`config.mk`:
```
export PLATFORM = sky130hd
export DESIGN_NAME = modem_ctrl_status
export DESIGN_NICKNAME = d
export VERILOG_FILES = /design/src/rtl/modem_regs_pkg.sv /design/src/rtl/modem_in_sync.sv /design/src/rtl/modem_delta_bit.sv /design/src/rtl/modem_ctrl_status.sv
export SDC_FILE = /design/constraint.sdc
export NUM_CORES = 1
export LEC_CHECK = 0
export CELL_PAD_IN_SITES_DETAIL_PLACEMENT = 1
export CELL_PAD_IN_SITES_GLOBAL_PLACEMENT = 1
export CORE_ASPECT_RATIO = 0.75
export CORE_UTILIZATION = 33
export DETAILED_ROUTE_END_ITERATION = 12
export PLACE_DENSITY = 0.83
export SLEW_MARGIN = 5
export SYNTH_ARGS = -nofsm -noshare
export SYNTH_HDL_FRONTEND = slang
export SYNTH_HIERARCHICAL = 1
export SYNTH_SLANG_ARGS = --single-unit
```
`constraint.sdc`:
```
create_clock -name clk_i -period 1.3 [get_ports clk_i]
set_input_delay 0.26 -clock clk_i [delete_from_list [all_inputs] [get_ports clk_i]]
set_output_delay 0.26 -clock clk_i [all_outputs]
set_load 0.05 [all_outputs]
```
`src/rtl/modem_regs_pkg.sv`:
```
package modem_regs_pkg;
  localparam int unsigned REG_W  = 8;
  localparam int unsigned CTRL_W = 5;
  localparam int unsigned LINE_N = 4;

  // control bit positions
  localparam int unsigned C_DTR  = 0;
  localparam int unsigned C_RTS  = 1;
  localparam int unsigned C_OUT1 = 2;
  localparam int unsigned C_OUT2 = 3;
  localparam int unsigned C_LOOP = 4;

  // line index, matches status bit order (state at +4, change at +0)
  localparam int unsigned L_CTS = 0;
  localparam int unsigned L_DSR = 1;
  localparam int unsigned L_RI  = 2;
  localparam int unsigned L_DCD = 3;

  typedef enum logic {SEL_CTRL = 1'b0, SEL_STAT = 1'b1} reg_sel_e;
endpackage

```
`src/rtl/modem_in_sync.sv`:
```
module modem_in_sync #(
  parameter int unsigned W      = 4,
  parameter int unsigned STAGES = 2,
  parameter logic [W-1:0] RST_VAL = '1
) (
  input  logic         clk_i,
  input  logic         rst_ni,
  input  logic [W-1:0] d_i,
  output logic [W-1:0] q_o
);
  logic [W-1:0] stg_q [STAGES];

  always_ff @(posedge clk_i or negedge rst_ni) begin
    if (!rst_ni) begin
      for (int s = 0; s < int'(STAGES); s++) stg_q[s] <= RST_VAL;
    end else begin
      stg_q[0] <= d_i;
      for (int s = 1; s < int'(STAGES); s++) stg_q[s] <= stg_q[s-1];
    end
  end

  assign q_o = stg_q[STAGES-1];
endmodule

```
`src/rtl/modem_delta_bit.sv`:
```
module modem_delta_bit #(
  parameter bit TRAIL_ONLY = 1'b0
) (
  input  logic clk_i,
  input  logic rst_ni,
  input  logic line_i,
  input  logic clr_i,
  output logic state_o,
  output logic delta_o
);
  logic state_q, delta_q, chg;

  generate
    if (TRAIL_ONLY) begin : g_trail
      // active state falling == pin rising
      assign chg = state_q & ~line_i;
    end else begin : g_any
      assign chg = state_q ^ line_i;
    end
  endgenerate

  always_ff @(posedge clk_i or negedge rst_ni) begin
    if (!rst_ni) begin
      state_q <= 1'b0;
      delta_q <= 1'b0;
    end else begin
      state_q <= line_i;
      delta_q <= (delta_q & ~clr_i) | chg;
    end
  end

  assign state_o = state_q;
  assign delta_o = delta_q;

  assert_sticky_R6: assert property (@(posedge clk_i) disable iff (!rst_ni)
    (delta_q && !clr_i) |=> delta_q);

  assert_clear_R8: assert property (@(posedge clk_i) disable iff (!rst_ni)
    (clr_i && (line_i == state_q)) |=> !delta_q);

  generate
    if (TRAIL_ONLY) begin : g_chk_trail
      assert_lead_ignored_R7: assert property (@(posedge clk_i) disable iff (!rst_ni)
        (!delta_q && !state_q && line_i) |=> !delta_q);
      assert_trail_sets_R7: assert property (@(posedge clk_i) disable iff (!rst_ni)
        (state_q && !line_i) |=> delta_q);
    end else begin : g_chk_any
      assert_change_sets_R6: assert property (@(posedge clk_i) disable iff (!rst_ni)
        (line_i != state_q) |=> delta_q);
    end
  endgenerate
endmodule

```
`src/rtl/modem_ctrl_status.sv`:
```
module modem_ctrl_status
  import modem_regs_pkg::*;
#(
  parameter int unsigned SYNC_STAGES = 2
) (
  input  logic             clk_i,
  input  logic             rst_ni,
  input  logic             sel_i,
  input  logic             wr_en_i,
  input  logic [REG_W-1:0] wdata_i,
  input  logic             rd_en_i,
  output logic [REG_W-1:0] rdata_o,
  output logic             dtr_n_o,
  output logic             rts_n_o,
  output logic             out1_n_o,
  output logic             out2_n_o,
  input  logic             dcd_n_i,
  input  logic             ri_n_i,
  input  logic             dsr_n_i,
  input  logic             cts_n_i,
  output logic             stat_chg_o
);
  localparam int unsigned PAD_W = REG_W - CTRL_W;

  logic [CTRL_W-1:0] ctrl_q;
  logic [LINE_N-1:0] pin_n, pin_sync_n, loop_vec, lines, state, delta;
  logic              ctrl_wr, stat_clr;

  assign ctrl_wr  = wr_en_i && (sel_i == SEL_CTRL);
  assign stat_clr = rd_en_i && (sel_i == SEL_STAT);

  always_ff @(posedge clk_i or negedge rst_ni) begin
    if (!rst_ni)      ctrl_q <= '0;
    else if (ctrl_wr) ctrl_q <= wdata_i[CTRL_W-1:0];
  end

  assign dtr_n_o  = ~ctrl_q[C_DTR];
  assign rts_n_o  = ~ctrl_q[C_RTS];
  assign out1_n_o = ~ctrl_q[C_OUT1];
  assign out2_n_o = ~ctrl_q[C_OUT2];

  assign pin_n[L_DCD] = dcd_n_i;
  assign pin_n[L_RI]  = ri_n_i;
  assign pin_n[L_DSR] = dsr_n_i;
  assign pin_n[L_CTS] = cts_n_i;

  modem_in_sync #(.W(LINE_N), .STAGES(SYNC_STAGES), .RST_VAL('1)) u_sync (
    .clk_i  (clk_i),
    .rst_ni (rst_ni),
    .d_i    (pin_n),
    .q_o    (pin_sync_n)
  );

  assign loop_vec[L_CTS] = ctrl_q[C_RTS];
  assign loop_vec[L_DSR] = ctrl_q[C_DTR];
  assign loop_vec[L_RI]  = ctrl_q[C_OUT1];
  assign loop_vec[L_DCD] = ctrl_q[C_OUT2];

  assign lines = ctrl_q[C_LOOP] ? loop_vec : ~pin_sync_n;

  for (genvar g = 0; g < int'(LINE_N); g++) begin : g_line
    modem_delta_bit #(.TRAIL_ONLY(g == int'(L_RI))) u_bit (
      .clk_i   (clk_i),
      .rst_ni  (rst_ni),
      .line_i  (lines[g]),
      .clr_i   (stat_clr),
      .state_o (state[g]),
      .delta_o (delta[g])
    );
  end

  assign rdata_o    = (sel_i == SEL_CTRL) ? {{PAD_W{1'b0}}, ctrl_q} : {state, delta};
  assign stat_chg_o = |delta;

  assert_ctrl_write_R1: assert property (@(posedge clk_i) disable iff (!rst_ni)
    ctrl_wr |=> (ctrl_q == $past(wdata_i[CTRL_W-1:0])));

  assert_dtr_rts_pins_R2: assert property (@(posedge clk_i) disable iff (!rst_ni)
    ctrl_wr |=> (dtr_n_o == !$past(wdata_i[C_DTR])) && (rts_n_o == !$past(wdata_i[C_RTS])));

  assert_out_pins_R3: assert property (@(posedge clk_i) disable iff (!rst_ni)
    ctrl_wr |=> (out1_n_o == !$past(wdata_i[C_OUT1])) && (out2_n_o == !$past(wdata_i[C_OUT2])));

  assert_loopback_R4: assert property (@(posedge clk_i) disable iff (!rst_ni)
    $past(ctrl_q[C_LOOP]) |-> (state == $past(loop_vec)));

  assert_flag_rise_R9: assert property (@(posedge clk_i) disable iff (!rst_ni)
    $rose(stat_chg_o) |-> $past(lines != state));
endmodule

```
# Yosys cells after proc, flatten, opt, wreduce, memory -nomap -nowiden
# Index checks and enable logic that the tools add are counted.
# word_totals
ff_bits,21
in_bits,17
output_inout_bits,13
word_cells,36
# classes
mux,2
bitwise_logic,20
reduce_logical,3
# op_table
op,count
two-way mux 8 bit,1
inverter 1 bit,7
AND 1 bit,5
two-way mux 4 bit,1
inverter 4 bit,1
bitwise OR 1 bit,4
OR reduction 4 bit,1
bitwise XOR 1 bit,3
logical AND 1 bit,2

# Longest topological paths before layout
# Gate-level depths: netlist (run 1).
# logic_depth
depth_word,5
depth_mapped,5

# Hierarchy
# Netlist (run 1), hierarchy kept.
# by_module_without_submodules
mod,n_inst,cells_each,area_per_inst_um2,seq_area_each_um2
modem_ctrl_status,1,38,354.1,125.1
modem_in_sync,1,12,240.2,210.2
modem_delta_bit (g_line[0].u_bit ...),3,5,67.6,50.0
modem_delta_bit (g_line[2].u_bit),1,5,70.1,50.0

# Worst setup path after synthesis (run 1)
# OpenSTA, ideal clock, no wires.
# synth_path
path_kind,reg2out
start,register ctrl_q[1]
end,output rdata_o[1]
arrival_time_ps,1728
required_ps,1040
setup_slack_ps,-688
stages_incl_launch_ff,3
cell_sequence,dfrtp_1 -> inv_1 -> o21ai_0
# synth_between
elab_chain_cells,1
# synth_lines
element,line,text
"start, declared",modem_ctrl_status.sv:25,logic [CTRL_W-1:0] ctrl_q;
"start signal, assigned",modem_ctrl_status.sv:34,else if (ctrl_wr) ctrl_q <= wdata_i[CTRL_W-1:0];
two-way mux 8 bit,modem_ctrl_status.sv:72,"assign rdata_o = (sel_i == SEL_CTRL) ? {{PAD_W{1'b0}}, ctrl_q} : {state, delta};"
"end, declared",modem_ctrl_status.sv:12,"output logic [REG_W-1:0] rdata_o,"
# Every way passes these cells.

# Worst setup path in the final report (run 1)
# layout_path
start,register g_line[3].u_bit.delta_q
end,output stat_chg_o
# layout_between
elab_chain_cells,1
# layout_lines
element,line,text
"start, declared",modem_delta_bit.sv:11,"logic state_q, delta_q, chg;"
"start signal, assigned",modem_delta_bit.sv:28,delta_q <= (delta_q & ~clr_i) | chg;
OR reduction 4 bit,modem_ctrl_status.sv:73,assign stat_chg_o = |delta;
"end, declared",modem_ctrl_status.sv:21,output logic stat_chg_o
# Every way passes these cells.

==> summary.json, run 1 <==
{
  "timing": {
    "max_freq_mhz": 599.4,
    "fin_ws_ps": -368.4,
    "max_slew_margin_pct": 70.91,
    "final-hold-violation-count": 0,
    "maxSlewViolCount": 0,
    "worst_margin_pin_slew_ps": 431.9,
    "fin_crit_sh_pct": 128.3,
    "final-setup-viol-count": 6,
    "setup_total_negative_slack_ps": -950.4,
    "clock-skew-final_ps": 6.724,
    "rsz0062_at_grt": "true",
    "layout_min_cycle_time_ps": 1668
  },
  "logic_synthesis": {
    "ys_ff_latch": 21,
    "postSynthCellCount": 70,
    "synth_cell_types": 16,
    "mappedNetlistArea_um2": 867.1,
    "synthesized_net_count": 87,
    "seq_area_frac_synth_pct": 61.76,
    "ys.warnings.count": 6,
    "synth.avg_cell_area_um2": 12.39
  },
  "floorplan": {
    "dieArea_mm2": 0.002839,
    "floorplan_core_area_mm2": 0.002384,
    "total_number_of_placement_rows": 15,
    "initial_core_util_pct": 36.38,
    "dieWidth_um": 61.19,
    "die_y_um": 46.39,
    "count_of_boundary_i_o_pins": 30
  },
  "routing": {
    "vias": 671,
    "drt-initial-drc-count": 13,
    "drt_pre_antenna_iters": 4,
    "routed_via_density": 4.628,
    "drc": 0,
    "average_detailed_routed_wire_length_per_instance_um": 15.37,
    "detail-route-antenna-nets": 0,
    "routed_wirelength_um": 2228
  },
  "clock_tree": {
    "cts_max_path_buffers": 2,
    "clk_pin_slew_worst_paths_ps": 120,
    "htreeDepth": 1,
    "cts.root.buffer_cell": "sky130_fd_sc_hd__clkbuf_4",
    "holdBufCountCts": 0,
    "cts_tree": "done",
    "cts_sinks": 21,
    "cts_inserted_buffers": 3,
    "worst_skew_pair.late_latency_ps": 310
  },
  "final_layout": {
    "flow.area_growth_from_synthesis_pct": 71.57,
    "drive_gt1_share_pct": 61.26,
    "stdcell_area_mm2": 0.001488,
    "antenna_cells": 0,
    "finalNetCount": 129,
    "filler_cell_count": 251,
    "layout.cells.non_filler": 145,
    "multi_input_area_um2": 330.3,
    "ff_latch_area_um2": 536.8
  },
  "placed_design": {
    "place.port_buffers": 26,
    "dpl_worst_slack_ps": -285.9,
    "place.gp.congestion": 0.7063,
    "dp.cells": 130,
    "total_placed_instance_area_mm2": 0.001321
  },
  "worst_setup_path": {
    "worstPathArrival_ps": 1410,
    "worstPathRequired_ps": 1040,
    "timing.critical_path.slowest_cell_delay_ps": 540,
    "cp-start-kind": "register",
    "setup.reg_to_reg.worst_slack_ps": 60,
    "timing_worst_setup_path_type": "register to output pin",
    "timing.critical_path.cells": "or4_4 > buf_6",
    "timing.critical_path.to_type": "output pin",
    "critical-path-slowest-cell": "sky130_fd_sc_hd__or4_4",
    "critical_path.max_fanout": 2
  },
  "power": {
    "ir_drop_worst_case_vdd_mv": 0.6644,
    "cellPowerDensity_mw_per_mm2": 1443,
    "static-leakage-power_nw": 0.6787
  },
  "run": {
    "drv_cap": 0
  },
  "global_routing": {
    "gr-usage-all-layers_pct": 16.87,
    "grt_start_max_net_pins": 22,
    "first_global_vias": 711,
    "grt_pass1_wl_um": 3249,
    "grt-ovfl-total": 0,
    "initial_antenna_violation_count": 0
  },
  "status": {
    "run_status": "finished with violations",
    "violations": "negative setup slack"
  },
  "hold_path": {
    "timing.hold.worst.class": "primary input to async pin"
  }
}
-- cell type report --
class	count	share of cell area, %
Clock inverter	1	0.5046
Timing Repair Buffer	43	34.57
Clock buffer	3	1.514
Tap cell	34	2.860
Inverter	9	2.271
Sequential cell	21	36.08
Multi-Input combinational cell	34	22.20
-- power by group --
group          switching (mW)  internal, mW  total, mW
sequential             0.0642         0.755      0.820
combinational           0.492         0.516       1.01
clock                   0.201         0.117      0.319
total                   0.758          1.39       2.15
-- worst max-delay path: cells and delay by family (launching register included) --
| family | cells | cell delay, ps |
|---|---|---|
| buffers and inverters | 1 | 170 |
| DFF | 1 | 400 |
| and+or+nand+nor | 1 | 540 |
-- sequential cells by signal (all words and copies together), names as in the netlist --
signal and count:
u_sync/stg_q 4, g_line.u_bit/delta_o 4, g_line.u_bit/state_o 4, ctrl_q 5, u_sync/q_o 4
-- cells in the final DEF, fill, tap and decap left out --
master                             n
sky130_fd_sc_hd__mux2_4            5
sky130_fd_sc_hd__xnor2_1           3
sky130_fd_sc_hd__inv_1             5
sky130_fd_sc_hd__nor2b_4           1
sky130_fd_sc_hd__clkbuf_4          3
sky130_fd_sc_hd__dfstp_2           8
sky130_fd_sc_hd__dlygate4sd2_1     1
sky130_fd_sc_hd__buf_6             6
sky130_fd_sc_hd__clkinvlp_4        1
sky130_fd_sc_hd__nand2_2           2
sky130_fd_sc_hd__nand2_1           3
sky130_fd_sc_hd__o21ai_0           1
sky130_fd_sc_hd__buf_4            13
sky130_fd_sc_hd__clkdlybuf4s50_1  12
sky130_fd_sc_hd__mux2_2            1
sky130_fd_sc_hd__o21ai_4           3
sky130_fd_sc_hd__mux2i_1           1
sky130_fd_sc_hd__dfrtp_2           1
sky130_fd_sc_hd__o22ai_2           1
sky130_fd_sc_hd__o21ai_2           2
sky130_fd_sc_hd__buf_12           11
sky130_fd_sc_hd__nand2_4           2
sky130_fd_sc_hd__inv_2             4
sky130_fd_sc_hd__o21ai_1           4
sky130_fd_sc_hd__or4_4             1
sky130_fd_sc_hd__dfrtp_1          12
sky130_fd_sc_hd__and2_4            3
sky130_fd_sc_hd__and2_1            1
-- logic make-up (layout without fill, tap and decap cells) --
logic type / count (synthesis) / count (layout) / synth area share (%)
AND/OR/NAND/NOR: 13 / 13 / 8.369
flip-flops: 21 / 21 / 61.76
buffers and inverters: 15 / 56 / 8.514
AO/OA/AOI/OAI: 11 / 11 / 7.214
multiplexers: 7 / 7 / 11.11
XOR/XNOR: 3 / 3 / 3.031
-- stage by stage --
stage	util, %	power [mW]	hold slack [ps]
final	62.41	2.146	305.0
after global routing	62.41	2.254	304.2
after CTS	60.73	2.106	286.3
after detailed placement	55.43	1.673	347.5
after global placement	55.43	1.640	346.3
after floorplan	-	1.264	-35.59
-- synthesized netlist by cell type --
cell type / count / area share [%]
sky130_fd_sc_hd__buf_4: 4 / 3.5
sky130_fd_sc_hd__and2_1: 4 / 2.9
sky130_fd_sc_hd__o21ai_0: 7 / 4.0
sky130_fd_sc_hd__o22ai_2: 1 / 1.4
sky130_fd_sc_hd__nor2b_4: 1 / 1.6
sky130_fd_sc_hd__xnor2_1: 3 / 3.0
sky130_fd_sc_hd__buf_2: 2 / 1.2
sky130_fd_sc_hd__dfrtp_1: 13 / 38
sky130_fd_sc_hd__mux2_4: 5 / 8.7
sky130_fd_sc_hd__or4_1: 1 / 0.87
sky130_fd_sc_hd__mux2i_1: 1 / 1.2
sky130_fd_sc_hd__mux2_2: 1 / 1.3
sky130_fd_sc_hd__inv_1: 9 / 3.9
sky130_fd_sc_hd__nand2_1: 7 / 3.0
sky130_fd_sc_hd__dfstp_2: 8 / 24
sky130_fd_sc_hd__o21ai_1: 3 / 1.7
-- layer usage --
layer / up-vias / track usage (%) / routed length, µm
met3: 6 / 5.899 / 110
li1: 303 / - / -
met4: 0 / 4.091 / 44
met5: - / 0 / 0
met2: 26 / 32.17 / 1229
met1: 336 / 17.75 / 843
-- path summary, 6_finish.rpt --
check,cells after the start,endpoint,start
min in group clk_i,1,u_sync/stg_q[4],cts_n_i
max in group asynchronous,2,u_sync/stg_q[6],rst_ni
setup / recovery,2,stat_chg_o,g_line[3].u_bit/delta_o
hold reg to reg,0,u_sync/q_o[2],u_sync/stg_q[6]
setup reg to reg,5,g_line[0].u_bit/delta_o,ctrl_q[4]
hold / removal,2,ctrl_q[4],rst_ni
-- what timing repair did --
item                                    4_1_cts  5_1_grt
pin swaps                                     1        3
gates resized for setup                      19        6
buffers inserted                              8        4
endpoints found under the setup margin       13       11
gates cloned                                  1        0
(Power assumes the default switching activity.)
==> run 2: changes to the inputs <==
--- a/config.mk
+++ b/config.mk
@@ -5,13 +5,13 @@
 export SDC_FILE = /design/constraint.sdc
 export NUM_CORES = 1
 export LEC_CHECK = 0
+export CAP_MARGIN = 15
 export CELL_PAD_IN_SITES_DETAIL_PLACEMENT = 1
 export CELL_PAD_IN_SITES_GLOBAL_PLACEMENT = 1
 export CORE_ASPECT_RATIO = 0.75
 export CORE_UTILIZATION = 33
 export DETAILED_ROUTE_END_ITERATION = 12
 export PLACE_DENSITY = 0.83
-export SLEW_MARGIN = 5
 export SYNTH_ARGS = -nofsm -noshare
 export SYNTH_HDL_FRONTEND = slang
 export SYNTH_HIERARCHICAL = 1
==> results of run 2 <==
Same layout as run 1: the final DEF is identical, and so are final timing and power.
